<file path="config.mk">
export PLATFORM = sky130hd
export DESIGN_NAME = rx_pulse_conditioner
export DESIGN_NICKNAME = d
export VERILOG_FILES = /design/src/rtl/rxpc_pkg.sv /design/src/rtl/rxpc_glitch_filter.sv /design/src/rtl/rxpc_edge_timer.sv /design/src/rtl/rxpc_out_stage.sv /design/src/rtl/rx_pulse_conditioner.sv
export SDC_FILE = /design/constraint.sdc
export NUM_CORES = 1
export LEC_CHECK = 0
export ABC_AREA = 1
export BUFFER_PORTS_ARGS = -buffer_cell sky130_fd_sc_hd__buf_2
export CAP_MARGIN = 10
export CORE_ASPECT_RATIO = 0.75
export CORE_MARGIN = 2
export CORE_UTILIZATION = 59
export CTS_CLUSTER_DIAMETER = 150
export CTS_CLUSTER_SIZE = 24
export DETAILED_ROUTE_END_ITERATION = 7
export PLACE_DENSITY_LB_ADDON = 0.08
export SLEW_MARGIN = 20
export SYNTH_ARGS = -nofsm -noshare
export SYNTH_HDL_FRONTEND = slang
export SYNTH_SLANG_ARGS = --single-unit
</file>
<file path="constraint.sdc">
create_clock -name clk -period 3.6 [get_ports clk]
set_clock_uncertainty 0.15 [all_clocks]
set_input_delay 0 -clock clk [delete_from_list [all_inputs] [get_ports clk]]
set_output_delay 0 -clock clk [all_outputs]
set_load 0.02 [all_outputs]
</file>
<file path="src/rtl/rxpc_pkg.sv">
package rxpc_pkg;

  typedef enum logic {
    CAP_WAIT = 1'b0,
    CAP_RUN  = 1'b1
  } cap_state_e;

endpackage

</file>
<file path="src/rtl/rxpc_glitch_filter.sv">
module rxpc_glitch_filter #(
  parameter int   FILT_W      = 8,
  parameter int   SYNC_STAGES = 2,
  parameter logic IDLE_LEVEL  = 1'b0
) (
  input  logic              clk,
  input  logic              rst_n,
  input  logic              pin_i,
  input  logic              filt_en,
  input  logic [FILT_W-1:0] filt_thr,
  output logic              lvl_o
);

  localparam logic [FILT_W-1:0] CNT_ONE = FILT_W'(1);

  logic [SYNC_STAGES-1:0] sync_q;
  logic                   sync_lvl;
  logic [FILT_W-1:0]      run_q;
  logic [FILT_W-1:0]      thr_eff;
  logic                   lvl_q;

  // synchroniser chain, first stage takes the pin
  genvar gi;
  generate
    for (gi = 0; gi < SYNC_STAGES; gi++) begin : g_sync
      if (gi == 0) begin : g_first
        always_ff @(posedge clk or negedge rst_n) begin
          if (!rst_n) sync_q[gi] <= IDLE_LEVEL;
          else        sync_q[gi] <= pin_i;
        end
      end else begin : g_next
        always_ff @(posedge clk or negedge rst_n) begin
          if (!rst_n) sync_q[gi] <= IDLE_LEVEL;
          else        sync_q[gi] <= sync_q[gi-1];
        end
      end
    end
  endgenerate

  assign sync_lvl = sync_q[SYNC_STAGES-1];

  // a disabled filter behaves as a zero-width noise threshold
  assign thr_eff = filt_en ? filt_thr : '0;

  // a new level is accepted once it has differed for thr_eff+1 cycles in a row
  always_ff @(posedge clk or negedge rst_n) begin
    if (!rst_n) begin
      lvl_q <= IDLE_LEVEL;
      run_q <= '0;
    end else if (sync_lvl == lvl_q) begin
      run_q <= '0;
    end else if (run_q >= thr_eff) begin
      lvl_q <= sync_lvl;
      run_q <= '0;
    end else begin
      run_q <= run_q + CNT_ONE;
    end
  end

  assign lvl_o = lvl_q;

endmodule

</file>
<file path="src/rtl/rxpc_edge_timer.sv">
module rxpc_edge_timer
  import rxpc_pkg::*;
#(
  parameter int DUR_W  = 15,
  parameter int IDLE_W = 16
) (
  input  logic              clk,
  input  logic              rst_n,
  input  logic              lvl_i,
  input  logic              tick_i,
  input  logic              rx_on_i,
  input  logic [IDLE_W-1:0] idle_thr_i,
  output logic              ev_valid_o,
  output logic [DUR_W-1:0]  ev_dur_o,
  output logic              ev_lvl_o,
  output logic              ev_last_o
);

  localparam logic [DUR_W-1:0]  DUR_MAX = '1;
  localparam logic [DUR_W-1:0]  DUR_ONE = DUR_W'(1);
  localparam logic [IDLE_W:0]   IDL_ONE = (IDLE_W+1)'(1);

  cap_state_e        state_q;
  logic              cur_q;
  logic [DUR_W-1:0]  dur_q;
  logic [IDLE_W-1:0] idl_q;
  logic              edge_seen;
  logic [IDLE_W:0]   idl_inc;
  logic              goes_idle;
  logic [DUR_W-1:0]  dur_start;
  logic [IDLE_W-1:0] idl_start;

  assign edge_seen = (lvl_i != cur_q);
  assign idl_inc   = {1'b0, idl_q} + IDL_ONE;
  assign goes_idle = idl_inc > {1'b0, idle_thr_i};
  assign dur_start = {{(DUR_W-1){1'b0}}, tick_i};
  assign idl_start = {{(IDLE_W-1){1'b0}}, tick_i};

  always_ff @(posedge clk or negedge rst_n) begin
    if (!rst_n) begin
      state_q    <= CAP_WAIT;
      cur_q      <= 1'b0;
      dur_q      <= '0;
      idl_q      <= '0;
      ev_valid_o <= 1'b0;
      ev_dur_o   <= '0;
      ev_lvl_o   <= 1'b0;
      ev_last_o  <= 1'b0;
    end else begin
      ev_valid_o <= 1'b0;
      ev_last_o  <= 1'b0;
      if (!rx_on_i) begin
        // receive off: follow the line so the first edge after enable is real
        state_q <= CAP_WAIT;
        cur_q   <= lvl_i;
      end else begin
        unique case (state_q)
          CAP_WAIT: begin
            if (edge_seen) begin
              state_q <= CAP_RUN;
              cur_q   <= lvl_i;
              dur_q   <= dur_start;
              idl_q   <= idl_start;
            end
          end
          CAP_RUN: begin
            if (edge_seen) begin
              ev_valid_o <= 1'b1;
              ev_dur_o   <= dur_q;
              ev_lvl_o   <= cur_q;
              cur_q      <= lvl_i;
              dur_q      <= dur_start;
              idl_q      <= idl_start;
            end else if (tick_i) begin
              if (goes_idle) begin
                ev_valid_o <= 1'b1;
                ev_last_o  <= 1'b1;
                ev_dur_o   <= dur_q;
                ev_lvl_o   <= cur_q;
                state_q    <= CAP_WAIT;
              end else begin
                idl_q <= idl_inc[IDLE_W-1:0];
                if (dur_q == DUR_MAX) begin
                  ev_valid_o <= 1'b1;
                  ev_dur_o   <= DUR_MAX;
                  ev_lvl_o   <= cur_q;
                  dur_q      <= DUR_ONE;
                end else begin
                  dur_q <= dur_q + DUR_ONE;
                end
              end
            end
          end
          default: state_q <= CAP_WAIT;
        endcase
      end
    end
  end

endmodule

</file>
<file path="src/rtl/rxpc_out_stage.sv">
module rxpc_out_stage #(
  parameter int DUR_W = 15,
  parameter int IDX_W = 8
) (
  input  logic             clk,
  input  logic             rst_n,
  input  logic             ev_valid_i,
  input  logic [DUR_W-1:0] ev_dur_i,
  input  logic             ev_lvl_i,
  input  logic             ev_last_i,
  input  logic             ptr_rst_i,
  input  logic             ready_i,
  output logic             valid_o,
  output logic [DUR_W-1:0] dur_o,
  output logic             lvl_o,
  output logic [IDX_W-1:0] idx_o,
  output logic             done_o
);

  localparam logic [IDX_W-1:0] IDX_ONE = IDX_W'(1);

  logic valid_q;
  logic fire;
  logic can_load;

  assign fire     = valid_q & ready_i;
  assign can_load = ~valid_q | ready_i;

  always_ff @(posedge clk or negedge rst_n) begin
    if (!rst_n) begin
      valid_q <= 1'b0;
      dur_o   <= '0;
      lvl_o   <= 1'b0;
    end else if (ev_valid_i && can_load) begin
      valid_q <= 1'b1;
      dur_o   <= ev_dur_i;
      lvl_o   <= ev_lvl_i;
    end else if (fire) begin
      valid_q <= 1'b0;
    end
  end

  always_ff @(posedge clk or negedge rst_n) begin
    if (!rst_n)         idx_o <= '0;
    else if (ptr_rst_i) idx_o <= '0;
    else if (fire)      idx_o <= idx_o + IDX_ONE;
  end

  always_ff @(posedge clk or negedge rst_n) begin
    if (!rst_n) done_o <= 1'b0;
    else        done_o <= ev_valid_i & ev_last_i;
  end

  assign valid_o = valid_q;

endmodule

</file>
<file path="src/rtl/rx_pulse_conditioner.sv">
module rx_pulse_conditioner #(
  parameter int   DUR_W       = 15,
  parameter int   IDLE_W      = 16,
  parameter int   FILT_W      = 8,
  parameter int   IDX_W       = 8,
  parameter int   SYNC_STAGES = 2,
  parameter logic IDLE_LEVEL  = 1'b0
) (
  input  logic              clk,
  input  logic              rst_n,
  input  logic              pin_i,
  input  logic              tick_en,
  input  logic              filt_en,
  input  logic [FILT_W-1:0] filt_thr,
  input  logic [IDLE_W-1:0] idle_thr,
  input  logic              rx_en_req,
  input  logic              cfg_upd,
  input  logic              ptr_rst,
  output logic              rec_valid,
  input  logic              rec_ready,
  output logic [DUR_W-1:0]  rec_dur,
  output logic              rec_level,
  output logic [IDX_W-1:0]  rec_idx,
  output logic              rx_done
);

  logic             filt_lvl;
  logic             rx_on_q;
  logic             ev_valid;
  logic [DUR_W-1:0] ev_dur;
  logic             ev_lvl;
  logic             ev_last;

  // receive enable is latched only on the update strobe
  always_ff @(posedge clk or negedge rst_n) begin
    if (!rst_n)       rx_on_q <= 1'b0;
    else if (cfg_upd) rx_on_q <= rx_en_req;
  end

  rxpc_glitch_filter #(
    .FILT_W      (FILT_W),
    .SYNC_STAGES (SYNC_STAGES),
    .IDLE_LEVEL  (IDLE_LEVEL)
  ) u_filt (
    .clk      (clk),
    .rst_n    (rst_n),
    .pin_i    (pin_i),
    .filt_en  (filt_en),
    .filt_thr (filt_thr),
    .lvl_o    (filt_lvl)
  );

  rxpc_edge_timer #(
    .DUR_W  (DUR_W),
    .IDLE_W (IDLE_W)
  ) u_timer (
    .clk        (clk),
    .rst_n      (rst_n),
    .lvl_i      (filt_lvl),
    .tick_i     (tick_en),
    .rx_on_i    (rx_on_q),
    .idle_thr_i (idle_thr),
    .ev_valid_o (ev_valid),
    .ev_dur_o   (ev_dur),
    .ev_lvl_o   (ev_lvl),
    .ev_last_o  (ev_last)
  );

  rxpc_out_stage #(
    .DUR_W (DUR_W),
    .IDX_W (IDX_W)
  ) u_out (
    .clk        (clk),
    .rst_n      (rst_n),
    .ev_valid_i (ev_valid),
    .ev_dur_i   (ev_dur),
    .ev_lvl_i   (ev_lvl),
    .ev_last_i  (ev_last),
    .ptr_rst_i  (ptr_rst),
    .ready_i    (rec_ready),
    .valid_o    (rec_valid),
    .dur_o      (rec_dur),
    .lvl_o      (rec_level),
    .idx_o      (rec_idx),
    .done_o     (rx_done)
  );

endmodule

</file>
==> results.py <==
metrics = {
    "floorplanning": {
        "core-area_sq_um": 8490,
        "die_h_microns": 85.3,
        "io_pins": 59,
        "die_area_sq_um": 9580,
        "start_util_pct": 61.2,
        "rows": 29,
        "fp.dieW_microns": 112,
    },
    "cts": {
        "tritoncts": "done",
        "cts.clk_slew.worst_paths_ns": 0.06,
        "cts_root_buffer": "clkbuf_16",
        "htree_levels": 3,
        "worstSkewPairLatency_ns": 0.34,
        "cts_setup_buffers": 0,
        "clock_path_buffers": 2,
        "cts.sinks": 89,
        "cts_made_buffers": 9,
    },
    "worst_setup_path": {
        "slowest_delay_ns": 0.42,
        "r2r_start": "u_timer.idl_q[0]",
        "path_cells": "ha_1, nand2_1, nor2_4, nand3_2, nor2_1, xor2_1, ha_1, a21o_1, a21oi_1, nand2_1, nor2_1, nand2_4, nand3_4, nand2_4, nand2_1, o21ai_1",
        "reg2reg_depth": 16,
        "crit_family": "simple AND/OR/NAND/NOR gates",
        "path_class": "reg2reg",
        "timing.rr.end": "u_timer.idl_q[14]",
        "crit_arrival_ns": 3.36,
        "ff2ff_setup_slack_ns": 0.30,
        "crit_fanout": 59,
        "cp.required_ns": 3.66,
        "crit_buf_inv": 0,
        "cp_common_cell": "nand2_1",
        "startpoint_type": "register",
        "slowest_stage": "dfrtp_1",
        "endpoint_kind": "register",
    },
    "timing": {
        "hold_violations": 0,
        "setup_viol": 0,
        "slew_violations": 0,
        "slew_headroom_pct": 41.1,
        "worst_pin_slew_ns": 0.883,
        "layout_min_cycle_time_ns": 3.30,
        "finalSetupTns_ns": 0,
        "hold-worst-slack_ns": 0.142,
        "grt_setup_unrepaired": "no",
        "max_freq_ghz": 0.303,
        "period_share_pct": 91.6,
        "finalWorstSetupSlack_ns": 0.303,
    },
    "yosys": {
        "synth_enable_flop_cells": 0,
        "ys_async_sr_fraction_pct": 100,
        "yosys.area_share.simple_pct": 29.4,
        "synth_top_area_share_pct": 42.9,
        "ys_types": 38,
        "synth.area.top_cells": "dfrtp_1 (43%), nand2_1 (15%), ha_1 (6.7%)",
        "ys_seq_elements": 89,
        "synthTopCellsByCount": "nand2_1 (207), dfrtp_1 (89), inv_1 (74)",
        "ys.flop_type": "dfrtp_1",
        "yosysWarnings": 0,
        "synth_nets": 713,
        "synth_top_family_by_area": "simple AND/OR/NAND/NOR gates",
        "netlist_area_sq_um": 5190,
        "yosysMostFrequentCell": "nand2_1",
        "synth.avg_cell_area_sq_um": 7.97,
        "synth_top_area_cell": "dfrtp_1",
        "synth_xor_area_share_pct": 3.37,
        "synth_seq_area_share_pct": 42.9,
        "synth_compound_area_share_pct": 6.46,
        "netlist_instances": 652,
        "muxShareOfSynthArea_pct": 3.69,
        "synthAdderAreaFrac_pct": 6.75,
    },
    "grt": {
        "antenna_found_initial": 0,
        "grt_pass1_vias": 4098,
        "grt_max_degree": 71,
        "grtUsageTotal_pct": 25.0,
        "overflow": 0,
        "grt_pass1_wl_microns": 19400,
    },
    "layout": {
        "finalNetCount": 775,
        "drive_above_1_share_pct": 16.0,
        "fin_area_sq_um": 5950,
        "diodes": 0,
        "area_growth_pct": 14.6,
    },
    "min_path": {
        "min_path_type": "in2reg",
        "holdPathEnd": "u_filt.run_q[0]",
        "hp-start": "filt_thr[7]",
        "hold_depth": 7,
    },
    "route": {
        "vias_per_cell": 5.41,
        "drt-total-wl_microns": 11400,
        "drc": 0,
        "drt_first_pass_iters": 5,
        "drtAntennaViolNets": 0,
        "wl_per_cell_microns": 13.7,
        "num_vias": 4471,
        "drtIter0Drc": 422,
    },
    "power": {
        "power.density_nw_per_um2": 609,
        "p_total_mw": 3.63,
        "ir_drop_mv": 0.610,
        "p_leak_nw": 2.98,
    },
    "placed_design": {
        "dpl_cell_area_sq_um": 5540,
        "dp_hpwl_microns": 8200,
        "dpl_worst_slack_ns": 0.223,
        "port_buffers": 58,
        "gp_congestion": 0.884,
    },
    "run": {
        "cap_viol_max_count": 0,
    },
    "run_status": {
        "outcome": "finished clean",
    },
}
## power breakdown
group,switching (mW),internal (mW),leakage [nW],total [mW]
Clock,0.392,0.628,0.155,1.02
Combinational,0.757,0.410,1.66,1.17
Sequential,0.192,1.25,1.17,1.44
## stage by stage
stage | cells | utilization [%]
after floorplan | 652 | -
after global placement | 803 | 65.3
after detailed placement | 803 | 65.3
after CTS | 827 | 70.1
after global routing | 827 | 70.1
final | 827 | 70.1
## worst max path at each step
stage | start | to | slack, ns | cells past startpoint
after floorplan | u_timer.idl_q[0] | u_timer.dur_q[14] | 0.83 | 17
after global placement | u_timer.idl_q[0] | u_timer.dur_q[1] | 0.44 | 16
after detailed placement | u_timer.idl_q[0] | u_timer.dur_q[10] | 0.22 | 13
after CTS | u_timer.idl_q[0] | u_timer.dur_q[10] | 0.19 | 13
after global routing | u_timer.idl_q[0] | u_timer.dur_q[10] | 0.04 | 14
final | u_timer.idl_q[0] | u_timer.idl_q[14] | 0.30 | 16
## cell usage in the layout, fill, tap and decap left out, drive strengths merged
master       synthesis  routed
inv                 75      76
dfrtp               89      89
nand2              212     212
o21ai               41      41
a211oi               3       3
a31oi                1       1
and3                 1       1
bufinv               0       2
clkinvlp             0       2
nor3                 6       6
nand4               31      31
clkinv               0       1
nand3b               1       1
o21a                 1       1
buf                 10      61
a21oi               15      15
clkbuf               8      10
a21o                 1       1
a21boi               1       1
nand3               36      36
mux2                17      17
dlygate4sd3          0       8
nor4                 2       2
ha                  28      28
nor2                51      51
or2                  2       2
xnor2                8       8
xor2                12      12
## worst min-delay path, cell delays in order
cell     delay (ns)
buf_2          0.09
nand2_1        0.05
ha_1           0.13
a21oi_1        0.04
o21a_1         0.11
nand4_1        0.11
nor2_1         0.05
## area by class of cell
type | instances | area (sq um)
inverters | 75 | 282
clock buffers | 10 | 239
multi-input cells | 470 | 2590
fillers | 688 | 2540
clock inverters | 6 | 88.8
repair buffers | 69 | 395
well taps | 108 | 135
flip-flops and latches | 89 | 2230
## flip-flops by register name, indices dropped and copies added (netlist names), 8 cells and up
| register | count |
|---|---|
| u_out.idx_o | 8 |
| u_out.dur_o | 15 |
| u_filt.run_q | 8 |
| u_timer.dur_q | 15 |
| u_timer.ev_dur_o | 15 |
| u_timer.idl_q | 16 |
## cells by family (layout without fill, tap and decap cells)
| kind of cell | Yosys count | after routing |
|---|---|---|
| flip-flops | 89 | 89 |
| adder cells (fa/ha/maj) | 28 | 28 |
| AO/OA/AOI/OAI | 63 | 63 |
| AND/OR/NAND/NOR | 342 | 342 |
| buffers and inverters | 93 | 160 |
| XOR/XNOR | 20 | 20 |
| multiplexers | 17 | 17 |
## repair_timing
action	4_1_cts	5_1_grt
hold endpoints to repair	84	0
gates resized for setup	0	1
setup endpoints to repair	0	47
hold buffers	8	0
## metal layers
metal  routed length, microns  GRT usage [%]
met5                        0              0
met4                       84           4.55
met3                      658           5.36
met2                     4910           37.5
met1                     5720           38.1
(Power assumes the default switching activity.)
